File: src/rtl/jfa_pkg.sv
package jfa_pkg;

   // Read-rate trim selected from the buffer fill level
   typedef enum logic [1:0] {
      RATE_NOM  = 2'd0,
      RATE_FAST = 2'd1,
      RATE_SLOW = 2'd2
   } rate_e;

   function automatic int fill_width(input int deep);
      return $clog2(deep + 1);
   endfunction

endpackage

File: src/rtl/jfa_store.sv
module jfa_store #(
   parameter int DEEP    = 128,
   parameter int SHALLOW = 32,
   localparam int PW     = $clog2(DEEP),
   localparam int CW     = jfa_pkg::fill_width(DEEP)
) (
   input  logic          clk,
   input  logic          rst_n,
   input  logic          flush,
   input  logic          deep,
   input  logic          push,
   input  logic          push_bit,
   input  logic          pop,
   output logic [CW-1:0] fill,
   output logic          head_bit
);

   // elaboration-time parameter checks
   if (SHALLOW < 4 || SHALLOW >= DEEP) begin : g_bad_depth
      $error("jfa_store: SHALLOW must be at least 4 and below DEEP");
   end
   if ((1 << PW) != DEEP) begin : g_bad_pow2
      $error("jfa_store: DEEP must be a power of two");
   end

   logic [DEEP-1:0] cells;
   logic [PW-1:0]   wptr;
   logic [PW-1:0]   rptr;
   logic [CW-1:0]   cap;
   logic [PW-1:0]   last_idx;
   logic            accept;

   assign cap      = deep ? CW'(DEEP) : CW'(SHALLOW);
   assign last_idx = deep ? PW'(DEEP - 1) : PW'(SHALLOW - 1);

   // a write is taken when there is room, or a read frees a slot this cycle
   assign accept = push && !flush && ((fill < cap) || pop);

   function automatic logic [PW-1:0] bump(input logic [PW-1:0] p,
                                          input logic [PW-1:0] lim);
      return (p == lim) ? '0 : p + PW'(1);
   endfunction

   always_ff @(posedge clk or negedge rst_n) begin
      if (!rst_n) begin
         wptr <= '0;
         rptr <= '0;
         fill <= '0;
      end else if (flush) begin
         wptr <= '0;
         rptr <= '0;
         fill <= '0;
      end else begin
         if (accept) wptr <= bump(wptr, last_idx);
         if (pop)    rptr <= bump(rptr, last_idx);
         case ({accept, pop})
            2'b10:   fill <= fill + CW'(1);
            2'b01:   fill <= fill - CW'(1);
            default: fill <= fill;
         endcase
      end
   end

   // one storage cell per bit position, written only when addressed
   for (genvar g = 0; g < DEEP; g++) begin : g_cell
      always_ff @(posedge clk) begin
         if (accept && (wptr == PW'(g))) cells[g] <= push_bit;
      end
   end

   assign head_bit = cells[rptr];

endmodule

File: src/rtl/jfa_rate.sv
module jfa_rate
   import jfa_pkg::*;
#(
   parameter int DEEP      = 128,
   parameter int SHALLOW   = 32,
   parameter int M_DEEP    = 4,
   parameter int M_SHALLOW = 2,
   parameter int P_NOM     = 16,
   parameter int P_FAST    = 15,
   parameter int P_SLOW    = 17,
   localparam int CW       = fill_width(DEEP),
   localparam int DW       = $clog2(P_SLOW + 1)
) (
   input  logic          clk,
   input  logic          rst_n,
   input  logic          flush,
   input  logic          deep,
   input  logic [CW-1:0] fill,
   output logic          pop,
   output logic          primed,
   output rate_e         rate,
   output logic [DW-1:0] period
);

   if (!(P_FAST < P_NOM && P_NOM < P_SLOW) || P_FAST < 2) begin : g_bad_period
      $error("jfa_rate: periods must satisfy 2 <= P_FAST < P_NOM < P_SLOW");
   end
   if (M_SHALLOW < 1 || 4 * M_SHALLOW >= SHALLOW) begin : g_bad_mshallow
      $error("jfa_rate: shallow margin must be below a quarter of SHALLOW");
   end
   if (M_DEEP < 1 || 4 * M_DEEP >= DEEP) begin : g_bad_mdeep
      $error("jfa_rate: deep margin must be below a quarter of DEEP");
   end

   logic [CW-1:0] cap;
   logic [CW-1:0] half;
   logic [CW-1:0] marg;
   logic [CW-1:0] hi_mark;
   logic [DW-1:0] dcnt;
   logic          slot;

   assign cap     = deep ? CW'(DEEP) : CW'(SHALLOW);
   assign half    = cap >> 1;
   assign marg    = deep ? CW'(M_DEEP) : CW'(M_SHALLOW);
   assign hi_mark = cap - marg;

   // trim decision from the distance to the selected limits
   always_comb begin
      rate = RATE_NOM;
      if (primed) begin
         if (fill >= hi_mark)   rate = RATE_FAST;
         else if (fill <= marg) rate = RATE_SLOW;
      end
   end

   always_comb begin
      case (rate)
         RATE_FAST: period = DW'(P_FAST);
         RATE_SLOW: period = DW'(P_SLOW);
         default:   period = DW'(P_NOM);
      endcase
   end

   // >= keeps the slot well defined when the period shrinks mid-count
   assign slot = (dcnt >= (period - DW'(1)));
   assign pop  = primed && !flush && slot && (fill != '0);

   always_ff @(posedge clk or negedge rst_n) begin
      if (!rst_n) begin
         primed <= 1'b0;
         dcnt   <= '0;
      end else if (flush) begin
         primed <= 1'b0;
         dcnt   <= '0;
      end else begin
         if (fill >= half) primed <= 1'b1;
         if (!primed || slot) dcnt <= '0;
         else                 dcnt <= dcnt + DW'(1);
      end
   end

endmodule

File: src/rtl/jfa_trip.sv
module jfa_trip (
   input  logic clk,
   input  logic rst_n,
   input  logic set,
   input  logic clr,
   output logic flag
);

   // set has priority over clear
   always_ff @(posedge clk or negedge rst_n) begin
      if (!rst_n)    flag <= 1'b0;
      else if (set)  flag <= 1'b1;
      else if (clr)  flag <= 1'b0;
   end

endmodule

File: src/rtl/jitter_fifo_atten.sv
module jitter_fifo_atten
   import jfa_pkg::*;
#(
   parameter int DEEP      = 128,
   parameter int SHALLOW   = 32,
   parameter int M_DEEP    = 4,
   parameter int M_SHALLOW = 2,
   parameter int P_NOM     = 16,
   parameter int P_FAST    = 15,
   parameter int P_SLOW    = 17
) (
   input  logic clk,
   input  logic rst_n,
   input  logic wr_stb,
   input  logic wr_bit,
   input  logic deep_sel,
   input  logic bypass,
   input  logic trip_clr,
   output logic rd_stb,
   output logic rd_bit,
   output logic trip_flag
);

   localparam int CW = fill_width(DEEP);
   localparam int DW = $clog2(P_SLOW + 1);

   logic          depth_q;
   logic          flush;
   logic          pop;
   logic          primed;
   logic          head_bit;
   logic [CW-1:0] fill;
   logic [DW-1:0] period;
   rate_e         rate;
   logic          trip_set;

   // a depth change or bypass empties the buffer and restarts priming
   assign flush = bypass || (deep_sel != depth_q);

   always_ff @(posedge clk or negedge rst_n) begin
      if (!rst_n) depth_q <= 1'b1;
      else        depth_q <= deep_sel;
   end

   jfa_store #(
      .DEEP    (DEEP),
      .SHALLOW (SHALLOW)
   ) u_store (
      .clk      (clk),
      .rst_n    (rst_n),
      .flush    (flush),
      .deep     (depth_q),
      .push     (wr_stb),
      .push_bit (wr_bit),
      .pop      (pop),
      .fill     (fill),
      .head_bit (head_bit)
   );

   jfa_rate #(
      .DEEP      (DEEP),
      .SHALLOW   (SHALLOW),
      .M_DEEP    (M_DEEP),
      .M_SHALLOW (M_SHALLOW),
      .P_NOM     (P_NOM),
      .P_FAST    (P_FAST),
      .P_SLOW    (P_SLOW)
   ) u_rate (
      .clk    (clk),
      .rst_n  (rst_n),
      .flush  (flush),
      .deep   (depth_q),
      .fill   (fill),
      .pop    (pop),
      .primed (primed),
      .rate   (rate),
      .period (period)
   );

   assign trip_set = primed && !flush && (rate != RATE_NOM);

   jfa_trip u_trip (
      .clk   (clk),
      .rst_n (rst_n),
      .set   (trip_set),
      .clr   (trip_clr),
      .flag  (trip_flag)
   );

   // registered output stage, shared by the buffered and bypass paths
   always_ff @(posedge clk or negedge rst_n) begin
      if (!rst_n) begin
         rd_stb <= 1'b0;
         rd_bit <= 1'b0;
      end else if (bypass) begin
         rd_stb <= wr_stb;
         rd_bit <= wr_bit;
      end else begin
         rd_stb <= pop;
         if (pop) rd_bit <= head_bit;
      end
   end

endmodule

File: config.mk
export PLATFORM = sky130hd
export DESIGN_NAME = jitter_fifo_atten
export DESIGN_NICKNAME = d
export VERILOG_FILES = /design/src/rtl/jfa_pkg.sv /design/src/rtl/jfa_store.sv /design/src/rtl/jfa_rate.sv /design/src/rtl/jfa_trip.sv /design/src/rtl/jitter_fifo_atten.sv
export SDC_FILE = /design/constraint.sdc
export NUM_CORES = 1
export LEC_CHECK = 0
export ABC_AREA = 1
export BUFFER_PORTS_ARGS = -buffer_cell sky130_fd_sc_hd__buf_2
export CORE_MARGIN = 1.5
export CORE_UTILIZATION = 55
export CTS_CLUSTER_SIZE = 20
export DETAILED_ROUTE_END_ITERATION = 6
export HOLD_SLACK_MARGIN = 0.08
export PLACE_DENSITY_LB_ADDON = 0.05
export RECOVER_POWER = 25
export SETUP_SLACK_MARGIN = 0.05
export SYNTH_ARGS = -nofsm -noshare
export SYNTH_HDL_FRONTEND = slang
export SYNTH_HIERARCHICAL = 1
export SYNTH_SLANG_ARGS = --single-unit
File: constraint.sdc
create_clock -name clk -period 5.62 [get_ports clk]
set_input_delay 0.281 -clock clk [delete_from_list [all_inputs] [get_ports clk]]
set_output_delay 0.281 -clock clk [all_outputs]
set_load 0.02 [all_outputs]
# Word-level counts from Yosys, hierarchy flattened
# Cells that the tools add are included.
[totals] word_cells=458 reg_bits=160
[classes] n_reduce_logical=148 eq_ne=134 add_sub_neg=7 order_cmp=6 mux=26
[ops] operator="7-bit equality test, second input constant" n=64
[ops] operator="7-bit by 6-bit equality test with 1-bit output, second input constant" n=32
[ops] operator="1-bit logical AND" n=134
[ops] operator="7-bit by 5-bit equality test with 1-bit output, second input constant" n=16
[ops] operator="7-bit by 4-bit equality test with 1-bit output, second input constant" n=8
[ops] operator="7-bit two-way mux" n=7
[ops] operator="7-bit by 3-bit equality test with 1-bit output, second input constant" n=4
[ops] operator="8-bit two-way mux" n=2
[ops] operator="8-bit case mux with 2 select lines" n=1
[ops] operator="7-bit by 1-bit adder with 7-bit output, second input constant" n=2
[ops] operator="7-bit by 2-bit equality test with 1-bit output, second input constant" n=2
[ops] operator="7-bit equality test" n=2
[ops] operator="2-bit nonzero test" n=6
[ops] operator="5-bit two-way mux" n=2
[ops] operator="5-bit case mux with 2 select lines" n=1
[ops] operator="8-bit by 1-bit adder with 8-bit output, second input constant" n=1
[ops] operator="8-bit by 7-bit greater-or-equal comparator with 1-bit output" n=1
[ops] operator="8-bit greater-or-equal comparator" n=1
[ops] operator="8-bit less-or-equal comparator" n=1
[ops] operator="7-bit by 8-bit less-than comparator with 1-bit output, second input constant" n=1
[ops] operator="8-bit less-than comparator" n=1
[ops] operator="1-bit two-way mux" n=8
[ops] operator="8-bit nonzero test" n=1
[ops] operator="8-bit by 1-bit subtractor with 8-bit output, second input constant" n=1
[ops] operator="other kinds (15)" n=22

# Longest topological paths before layout
[logic_depth] ltp_word=16 mapped_depth=27 ltp_nobuf=27

# Modules after synthesis
# Netlist, hierarchy kept.
[modules_own_cells] mod="jfa_store" cells_per_inst=771 seq_area_each_um2=4394.2 area_each_um2=7509.7 instances=1
[modules_own_cells] mod="jfa_rate" cells_per_inst=108 seq_area_each_um2=150.1 area_each_um2=690.7 instances=1
[modules_own_cells] mod="jitter_fifo_atten" cells_per_inst=18 seq_area_each_um2=76.3 area_each_um2=145.1 instances=1
[modules_own_cells] mod="jfa_trip" cells_per_inst=5 seq_area_each_um2=25.0 area_each_um2=40.0 instances=1

# Worst setup path after synthesis
# OpenSTA, ideal clock, no wires.
[synth_timing] kind="reg2reg" from="register depth_q" to="register u_store.fill[6]" arrival_time_ns=3.836 setup_slack_ns=1.657 path_stages_with_launch=26 path_cell_list="dfstp_2 > inv_1 > ha_1 > nand2_1 > nor2_1 > nand2_1 > nand3_2 > nand2_1 > ha_1 > ha_1 > inv_1 > nand2_1 > nand2_1 > nand3_1 > inv_1 > nor2_1 > nand2_1 > inv_1 > ha_1 > inv_1 > o21ai_0 > nand2_1 > nand3_1 > or2_2 > nand3_1 > o21ai_0"
[synth_between] elab_chain_len=16 word_cells_on_any_way=28 cone_classes="2 x add/sub; 4 x order compare; 5 x eq/ne; 8 x mux; 9 x reduce/logical"
[synth_lines] item="start, declared" line_no="jitter_fifo_atten.sv:27" rtl="logic depth_q;"
[synth_lines] item="start signal, assigned" line_no="jitter_fifo_atten.sv:42" rtl="else depth_q <= deep_sel;"
[synth_lines] item="3-bit two-way mux / 8-bit two-way mux (equally long branches)" line_no="jfa_rate.sv:44, jfa_rate.sv:42"
[synth_lines] item="8-bit subtractor / 8-bit less-or-equal comparator (equally long branches)" line_no="jfa_rate.sv:45, jfa_rate.sv:52"
[synth_lines] item="8-bit greater-or-equal comparator / 2-bit two-way mux (equally long branches)" line_no="jfa_rate.sv:51, jfa_rate.sv:52"
[synth_lines] item="2-bit two-way mux" line_no="jfa_rate.sv:51" rtl="if (fill >= hi_mark) rate = RATE_FAST;"
[synth_lines] item="2-bit two-way mux" line_no="jfa_rate.sv:50" rtl="if (primed) begin"
[synth_lines] item="2-bit equality test / 2-bit by 1-bit equality test with 1-bit output (equally long branches)" line_no="jfa_rate.sv:57" rtl="case (rate)"
[synth_lines] item="5-bit case mux with 2 select lines" line_no="jfa_rate.sv:57"
[synth_lines] item="5-bit by 1-bit subtractor with 5-bit output" line_no="jfa_rate.sv:65" rtl="assign slot = (dcnt >= (period - DW'(1)));"
[synth_lines] item="5-bit greater-or-equal comparator" line_no="jfa_rate.sv:65"
[synth_lines] item="1-bit logical AND * (2 in series)" line_no="jfa_rate.sv:66" rtl="assign pop = primed && !flush && slot && (fill != '0);"
[synth_lines] item="named net pop" line_no="jitter_fifo_atten.sv:29" rtl="logic pop;"
[synth_lines] item="1-bit logical OR" line_no="jfa_store.sv:37" rtl="assign accept = push && !flush && ((fill < cap) || pop);"
[synth_lines] item="1-bit logical AND" line_no="jfa_store.sv:37"
[synth_lines] item="2-bit by 1-bit equality test with 1-bit output / 2-bit equality test (equally long branches)" line_no="jfa_store.sv:56" rtl="case ({accept, pop})"
[synth_lines] item="8-bit case mux with 2 select lines" line_no="jfa_store.sv:56"
[synth_lines] item="8-bit two-way mux" line_no="jfa_store.sv:49" rtl="end else if (flush) begin"
[synth_lines] item="end signal, assigned" line_no="jfa_store.sv:57" rtl="2'b10: fill <= fill + CW'(1);"
[synth_lines] item="end signal, assigned" line_no="jfa_store.sv:58" rtl="2'b01: fill <= fill - CW'(1);"
[synth_lines] item="end signal, assigned" line_no="jfa_store.sv:59" rtl="default: fill <= fill;"
[synth_lines] item="end, declared" line_no="jfa_store.sv:14" rtl="output logic [CW-1:0] fill,"
# The timed path passes the listed nets; every way through them passes the cells marked *.
# A chain may end at the register's enable or synchronous reset.

# Final worst setup path
[layout_timing] from="register depth_q" to="register u_store.fill[5]"
# The elaborated chain is that of the path after synthesis.

==> impl_results.md <==
* Outcome: finished, violations left
* Failing checks: max-capacitance violations, max-slew violations
* PwrDens at between 200 and 300 nW/um^2
* Critical path startpoint: depth_q
* Vias per inst at ~5.7
* Max_slew headroom at -0.405
* Largest net degree at the start of global routing at 70
* Ant diodes at 0
* Avg Synthesized Cell Area at between 9 and 10 sq um
* Post-Synthesis Cells at approximately 900
* CTS sink cnt at 160
* Initial drt markers at 614
* CTS tree: yes
* P&R area growth vs syn at 9.19%
* Die Wd at approximately 130 um
* Max rail drop VDD at roughly 0.00022 V
* Worst slew pin tran at 2.11 ns
* Worst Hold Launch: wr_stb
* Placer Congestion at just under 1
* Crit Path Class: reg2reg
* RSZ-0062 raised after global routing: false
* Max-Cap Viols at 2
* Synthesis Warnings at 6
* Post-Place Cells at about 1100
* Core region area at ~15000 sq um
* Via count of the first global-routing pass at between 5000 and 6000
* FMAX at 0.217 GHz
* Crit Reg-Reg Startpoint: depth_q
* Clock Latency Late Sink at approximately 0.43 ns
* Hold Path Class: in2reg
* Worst EP arrival at just under 5 ns
* Rows at 44
* Post-DRT Antenna Nets at 0
* Max Buffers Root-to-Sink at 2
* DRC at 0
* Initial core utilization at 0.569
* Final Cycle Share at 0.822
* Syn_nets at ~930
* Routed Wire Length at around 19000 um
* GRT overflow at 0
* H-tree levels at 4
* Port bufs at 9
* Layout Cells excl Fill at 1090
* Critical Path Source Type: register
* Total track usage at 0.260
* Leakage at about 3.5 nW
* I/O pins at 10
* Area of the mapped netlist at ~8400 sq um
* Critical Path End Type: register
* Layout cells sized above 1 at 0.0916
* Final TNS setup at 0 ns
* Fin crit period at around 4.6 ns
* Max Slew Vio Count at 95
* WP data required at 5.95 ns
* Initial antenna violation count at 0
* DIE AREA at 16000 sq um
* Drt first pass iters at 5
* Post-layout net count at 928
* HPWL after detailed placement at around 12000 um
* Chip height at 126 um
* Clock skew at roughly 0.0089 ns
* Clock Pin Slew Worst Setup and Hold Paths at ~0.060 ns
* Root Buffer: clkbuf_16
* Max FO, Critical Path at 8
* Vias at 6228
* Fin. Hold Viols at 0
* Global-route wire length before repair at ~31000 um
* Final setup fails at 0
* Cts bufs inserted at 17
* Routed wire per std cell at 17.8 um
[report_power, final]
group          switching, W  internal [W]
Sequential       0.00000559       0.00129
Combinational     0.0000606     0.0000209
Clock              0.000452      0.000869
[layout make-up]
cell class,count,area (sq um)
clock inverter,12,240
clock buffer,18,429
fill,1226,5570
tap,184,230
sequential,160,4650
multi-input combinational,634,3230
timing repair buffer,15,93.8
inverter,67,256
[placed cells by master, fill, tap and decap left out, drive strengths merged, types with 3 or more instances in the layout]
cell,count
bufinv,7
edfxtp,128
xor2,4
dfrtp,31
nand4,20
a21oi,11
o21ai,36
nor2,195
nand2,193
clkinv,4
or2,3
clkbuf,21
o211ai,3
dlygate4sd3,3
buf,9
nand3,125
nor3,6
ha,25
inv,66
[path summary, 6_finish.rpt]
check,to,depth (start not counted),slack [ns]
max,u_store/fill[5],26,1.00
min,rd_stb,3,0.1
max reg2reg,u_store/fill[5],26,1.00
min in group asynchronous,u_store/fill[3],2,0.90
min reg2reg,u_trip/flag,2,0.47
max in group asynchronous,u_store/rptr[0],2,3.49
[through the flow]
| stage | hold WS [ns] | utilization | worst slack (ns) | cell area, sq um | total power (W) |
|---|---|---|---|---|---|
| final | 0.0990 | 0.621 | 1.00 | 9130 | 0.00269 |
| after global routing | 0.114 | 0.621 | 0.541 | 9130 | 0.00277 |
| after CTS | 0.0908 | 0.621 | 1.03 | 9140 | 0.00271 |
| after detailed placement | 0.402 | 0.574 | 1.05 | 8440 | 0.00140 |
| after global placement | 0.390 | 0.574 | 1.33 | 8440 | 0.00139 |
| after floorplan | -0.0146 | - | 1.67 | 8360 | 0.00136 |
[registers in the layout (all words and copies together), names as in the netlist]
register	flops
u_rate/dcnt	5
u_store/fill	8
u_rate/primed	1
u_store/rptr	7
u_trip/flag	1
rd_stb	1
u_store/wptr	7
rd_bit	1
u_store/cells	128
depth_q	1
[what timing repair did]
item | in CTS | in global routing
setup buffers | 0 | 0
hold endpoints to repair | 33 | 0
hold buffers | 3 | 0
resized for setup | 0 | 0
[worst max-delay path, stage by stage, from the launching register on]
cell and delay, ns:
dfstp_2 0.58, inv_1 0.12, ha_1 0.36, nand2_1 0.07, nor2_1 0.14, nand2_1 0.09, nand3_2 0.10, nand2_1 0.09
ha_1 0.26, ha_1 0.32, nand2_1 0.06, nor2_1 0.10, nand2_1 0.08, nand3_1 0.12, inv_1 0.07, nor2_1 0.37
nand2_1 0.19, inv_1 0.25, ha_1 0.35, nand2_1 0.09, nand3_1 0.14, nand2_1 0.10, nand2_1 0.05, nand2_1 0.05
nand2_1 0.06, xnor2_1 0.11, o21ai_0 0.20
[per-layer routing]
metal / GRT usage / routed length (um)
met4: 0.107 / 438
met5: 0 / 0
met3: 0.0557 / 1260
met2: 0.407 / 8960
met1: 0.358 / 8730
Power figures use the tool's default switching activity.
